## src/rtl/dma_split_pkg.sv

```systemverilog
package dma_split_pkg;
  localparam int LOG_W   = 4;
  localparam int MIN_LOG = 2;
  localparam int MAX_LOG = 15;

  typedef enum logic [1:0] {
    ST_IDLE  = 2'd0,
    ST_ISSUE = 2'd1,
    ST_WAIT  = 2'd2
  } split_state_t;
endpackage

```

## src/rtl/dma_split_calc.sv

```systemverilog
module dma_split_calc
  import dma_split_pkg::*;
#(
  parameter int CNT_W = 20
) (
  input  logic [CNT_W-1:0] total_bytes,
  input  logic [LOG_W-1:0] burst_log2,
  input  logic [LOG_W-1:0] single_log2,
  output logic [CNT_W-1:0] n_burst,
  output logic [CNT_W-1:0] n_single
);
  localparam logic [LOG_W-1:0] LO = LOG_W'(MIN_LOG);
  localparam logic [LOG_W-1:0] HI = LOG_W'(MAX_LOG);
  localparam logic [CNT_W-1:0] ONE = {{(CNT_W-1){1'b0}}, 1'b1};

  logic [LOG_W-1:0] b_eff, s_eff;
  logic [CNT_W-1:0] b_mask, rem;

  // Out-of-range codes are clamped to the legal 4..32768 byte window.
  always_comb begin
    b_eff = (burst_log2 < LO) ? LO : ((burst_log2 > HI) ? HI : burst_log2);
    s_eff = (single_log2 < LO) ? LO : ((single_log2 > HI) ? HI : single_log2);
    b_mask   = (ONE << b_eff) - ONE;
    rem      = total_bytes & b_mask;
    n_burst  = total_bytes >> b_eff;
    n_single = rem >> s_eff;
  end
endmodule

```

## src/rtl/dma_req_fsm.sv

```systemverilog
module dma_req_fsm
  import dma_split_pkg::*;
#(
  parameter int CNT_W = 20
) (
  input  logic             clk,
  input  logic             rst,
  input  logic             start,
  input  logic             xfer_en,
  input  logic             buf_ready,
  input  logic             ack,
  input  logic [CNT_W-1:0] n_burst,
  input  logic [CNT_W-1:0] n_single,
  output logic             burst_req,
  output logic             single_req,
  output logic             done
);
  localparam logic [CNT_W-1:0] ONE = {{(CNT_W-1){1'b0}}, 1'b1};

  split_state_t     state;
  logic [CNT_W-1:0] bursts_left, singles_left;
  logic             last_one;

  always_comb begin
    if (burst_req) last_one = (bursts_left == ONE) && (singles_left == '0);
    else           last_one = (singles_left == ONE) && (bursts_left == '0);
  end

  always_ff @(posedge clk) begin
    if (rst) begin
      state        <= ST_IDLE;
      bursts_left  <= '0;
      singles_left <= '0;
      burst_req    <= 1'b0;
      single_req   <= 1'b0;
      done         <= 1'b0;
    end else begin
      done <= 1'b0;
      unique case (state)
        ST_IDLE: begin
          if (start && xfer_en) begin
            if (n_burst == '0 && n_single == '0) begin
              done <= 1'b1;
            end else begin
              bursts_left  <= n_burst;
              singles_left <= n_single;
              state        <= ST_ISSUE;
            end
          end
        end
        ST_ISSUE: begin
          if (xfer_en && buf_ready) begin
            if (bursts_left != '0) burst_req  <= 1'b1;
            else                   single_req <= 1'b1;
            state <= ST_WAIT;
          end
        end
        ST_WAIT: begin
          if (ack) begin
            burst_req  <= 1'b0;
            single_req <= 1'b0;
            if (burst_req) bursts_left  <= bursts_left - ONE;
            else           singles_left <= singles_left - ONE;
            if (last_one) begin
              done  <= 1'b1;
              state <= ST_IDLE;
            end else begin
              state <= ST_ISSUE;
            end
          end
        end
        default: state <= ST_IDLE;
      endcase
    end
  end
endmodule

```

## src/rtl/dma_req_splitter.sv

```systemverilog
module dma_req_splitter
  import dma_split_pkg::*;
#(
  parameter int CNT_W = 20
) (
  input  logic             clk,
  input  logic             rst,
  input  logic             start,
  input  logic             xfer_en,
  input  logic [CNT_W-1:0] total_bytes,
  input  logic [LOG_W-1:0] burst_log2,
  input  logic [LOG_W-1:0] single_log2,
  input  logic             buf_ready,
  input  logic             ack,
  output logic             burst_req,
  output logic             single_req,
  output logic             done
);
  logic [CNT_W-1:0] n_burst, n_single;

  dma_split_calc #(.CNT_W(CNT_W)) u_calc (
    .total_bytes (total_bytes),
    .burst_log2  (burst_log2),
    .single_log2 (single_log2),
    .n_burst     (n_burst),
    .n_single    (n_single)
  );

  dma_req_fsm #(.CNT_W(CNT_W)) u_fsm (
    .clk        (clk),
    .rst        (rst),
    .start      (start),
    .xfer_en    (xfer_en),
    .buf_ready  (buf_ready),
    .ack        (ack),
    .n_burst    (n_burst),
    .n_single   (n_single),
    .burst_req  (burst_req),
    .single_req (single_req),
    .done       (done)
  );
endmodule

```

## config.mk

```make
export PLATFORM = sky130hd
export DESIGN_NAME = dma_req_splitter
export DESIGN_NICKNAME = d
export VERILOG_FILES = /design/src/rtl/dma_split_pkg.sv /design/src/rtl/dma_split_calc.sv /design/src/rtl/dma_req_fsm.sv /design/src/rtl/dma_req_splitter.sv
export SDC_FILE = /design/constraint.sdc
export NUM_CORES = 1
export LEC_CHECK = 0
export BUFFER_PORTS_ARGS = -buffer_cell sky130_fd_sc_hd__buf_4
export CORE_AREA = 2 2 156 143
export DETAILED_ROUTE_END_ITERATION = 10
export DIE_AREA = 0 0 158 145
export GPL_ROUTABILITY_DRIVEN = 0
export PLACE_DENSITY = 0.38
export RECOVER_POWER = 100
export SYNTH_ARGS = -nofsm -noshare
export SYNTH_HDL_FRONTEND = slang
export SYNTH_SLANG_ARGS = --single-unit
```

## constraint.sdc

```tcl
create_clock -name clk -period 3 [get_ports clk]
set_clock_uncertainty 0.05 [all_clocks]
set_input_delay 0.15 -clock clk [delete_from_list [all_inputs] [get_ports clk]]
set_output_delay 0.15 -clock clk [all_outputs]
set_load 0.03 [all_outputs]
```

==> results by group <==
Status
  – Outcome: finished clean

Placed design
  – Dpl cell area: about 6300 um2
  – Post-DP HPWL: between 15 and 20 mm
  – Port-buffer cells: 34
  – Post-Place Setup Slack: -0.227 ns

Yosys
  – Complex-gate fraction of the synthesized area: 0.361
  – Syn Area/Cell: 7.16 um2
  – EDFF count, synth: 0
  – Cell taking the most area after synthesis: dfxtp_1
  – Mux cell area share after synthesis: 0.0918
  – Yosys top cell area share: 0.172
  – Post-Syn Area: about 5200 um2
  – Count leader, synth: nor2_1
  – Syn Inst Count: ~730
  – Most used DFF post-synth: dfxtp_1
  – Synthesized flop and latch total: 45
  – Asr flop ratio synth: 0
  – Commonest cells post-synth: 73 x nor2_1, 58 x nand2_1, 53 x a21oi_1, 45 x dfxtp_1, 44 x o21ai_0
  – Synth Warn #: 0
  – Seq/Total Area, Yosys: 0.172
  – Library cells used by synthesis: 84
  – Largest family of logic cells by synthesized area: compound AO/OA/AOI/OAI gates
  – Simple logic cell fraction of the synthesized area: 0.265
  – Area contributors post-synth: dfxtp_1 17%, nor2_1 5.2%, a21oi_1 5.1%
  – Synth Area in Adders: 0.0139
  – Synth Area in XOR/XNOR: 0.0234

Clock network
  – CTS buffer count: 5
  – Clk Latency, worst-skew pair: around 0.3 ns
  – CTS Buffer Depth: 2
  – CTS tree: done
  – Clock sink count: 45
  – Post-CTS Setup Inserts: 0
  – Post-cts resize count: 0
  – Worst-path clk slew: ~0.070 ns
  – Root buf cell: clkbuf_16
  – Hold buffer count at cts: 0
  – H-tree depth: 2

Worst setup path
  – Startpoint Class: input pin
  – Worst setup path category: input pin to register
  – Worst R2R Start: u_fsm.singles_left[10]
  – Critical Path RT: approximately 3.2 ns
  – Critical path startpoint: burst_log2[0]
  – CP Max Fanout: 10
  – CP arrival: 3.02 ns
  – Critical Path Sink Type: register

STA
  – Hold Vio Cnt, Final: 0
  – Fin Hold WS: 0.263 ns
  – Min Tclk post-route: roughly 2.9 ns
  – Setup ws final: 0.142 ns
  – Achievable frequency: between 300 and 400 MHz
  – RSZ-0062 raised after global routing: false
  – # setup viols final: 0
  – Slew @ Worst Pin: 0.737 ns
  – Final Cycle Share: 0.953
  – Final Max Tran Viols: 0
  – Max_slew headroom: 0.509

Global route
  – First-pass GRT wire length: between 30 and 40 mm
  – Total gr overflow: 0
  – Initial antenna violation count: 0
  – GRT Total Usage: 0.179
  – Largest net degree at the start of global routing: 45
  – Vias in the first global route: just under 6000

Floorplanning
  – Standard-cell rows: between 50 and 60
  – IO Pins: 37
  – Total die area: 22900 um2
  – Die height: 145 um
  – Die Span X: around 160 um
  – Core area: approximately 21000 um2
  – Initial Util: 0.246

Final layout
  – Layout fillers: around 2400
  – Nets: about 840
  – Antenna Cells: 0
  – Design area: approximately 6400 um2
  – Util after Layout: 0.302
  – Share of layout cells above drive strength 1: 0.202
  – Layout area overhead: 23.0%

Pwr
  – Pwr Total: 0.00210 W
  – Combinational Power Share: 0.415
  – Clock Power Share: 0.277
  – Sw frac: 0.376
  – Leak: ~2.4 nW
  – Flop pwr share: 0.308
  – VDD IR-drop max: roughly 0.19 mV
  – Psw: 0.000791 W
  – Internal power: between 0.001 and 0.0015 W
  – PD cells: between 300 and 400 nW/um2

Drt
  – Final wirelength: approximately 20 mm
  – ANT nets after route: 0
  – DRC viols: 0
  – Wire per inst: approximately 19 um
  – Vias: a little over 6000
  – Vias per cell: 5.57
  – Pre-antenna DRT Iters: 5
  – Iteration-0 DRC Markers: between 500 and 600

Min path
  – Min-delay src: rst
  – Hold WC Path Type: input pin to register

Flow run
  – Max Cap Violations: 0
## power by group through the flow
stage / logic, W / clock network [W] / registers, W
global placement: 0.000867 / 0 / 0.000659
global route: 0.000954 / 0.000629 / 0.000652
floorplan: 0.000529 / 0 / 0.000654
finish: 0.000873 / 0.000584 / 0.000647
detailed placement: 0.000870 / 0 / 0.000660
CTS: 0.000875 / 0.000605 / 0.000646
## layer usage
layer	vias to the layer above	part of all wire	global-route usage
li1	2927	-	-
met1	2916	0.48	0.258
met2	206	0.46	0.283
met3	23	0.048	0.0233
met4	0	0.017	0.0365
met5	-	0	0
## area by class of cell
| type | instances | area (um2) | area share |
|---|---|---|---|
| Clock inverter | 2 | 13.8 | 0.00214 |
| Inverter | 17 | 63.8 | 0.00991 |
| Tap cell | 291 | 364 | 0.0565 |
| Timing Repair Buffer | 126 | 1000 | 0.155 |
| Clock buffer | 6 | 139 | 0.0216 |
| Sequential cell | 45 | 901 | 0.140 |
| Multi-Input combinational cell | 603 | 3960 | 0.614 |
## sequential cells by signal, indices dropped and copies added, names as in the netlist
register,cells
u_fsm.done,1
u_fsm.single_req,1
u_fsm.burst_req,1
u_fsm.state,2
u_fsm.bursts_left,20
u_fsm.singles_left,20
## metrics by stage
| stage | std cells | TNS [ns] |
|---|---|---|
| after floorplan | 732 | 0 |
| after global placement | 1082 | -4.78 |
| after detailed placement | 1082 | -6.02 |
| after CTS | 1090 | 0 |
| after global routing | 1090 | 0 |
| final | 1090 | 0 |
## critical path, stage by stage
cell,delay (ns)
buf_4,0.14
buf_4,0.17
o311ai_1,0.37
mux2i_1,0.16
a31o_1,0.26
or4_1,0.50
o221ai_1,0.15
nor4b_4,0.36
a31o_4,0.29
clkbuf_1,0.17
a21oi_1,0.09
o31ai_1,0.20
## path summary, 6_finish.rpt
kind	end	slack (ns)	cells after the start
worst max-delay path	u_fsm.bursts_left[0]	0.14	12
worst min-delay path	u_fsm.singles_left[2]	0.26	2
worst max register to register	u_fsm.state[0]	0.22	6
worst min register to register	u_fsm.bursts_left[10]	0.42	2
## logic make-up (layout without fill, tap and decap cells)
logic type / after synthesis / in the layout
simple gates: 275 / 275
other cells: 1 / 2
buf+inv: 84 / 151
compound gates: 268 / 268
flops: 45 / 45
xor+xnor: 14 / 14
fa+ha+maj: 6 / 6
mux: 38 / 38
## cells in the final DEF (no fill, tap or decap), types with 10 or more instances in the layout
| cell type | count |
|---|---|
| nand3_1 | 22 |
| nor2_1 | 73 |
| a31oi_1 | 26 |
| o211ai_1 | 10 |
| nor3_1 | 30 |
| a211oi_1 | 21 |
| dfxtp_1 | 45 |
| mux2_2 | 10 |
| a21oi_1 | 53 |
| mux2i_1 | 21 |
| and3_1 | 12 |
| o21ai_0 | 44 |
| o21a_1 | 14 |
| o31ai_1 | 19 |
| xnor2_1 | 12 |
| buf_4 | 108 |
| inv_1 | 15 |
| nand2b_1 | 15 |
| nand2_1 | 59 |
Power figures use the tool's default switching activity.
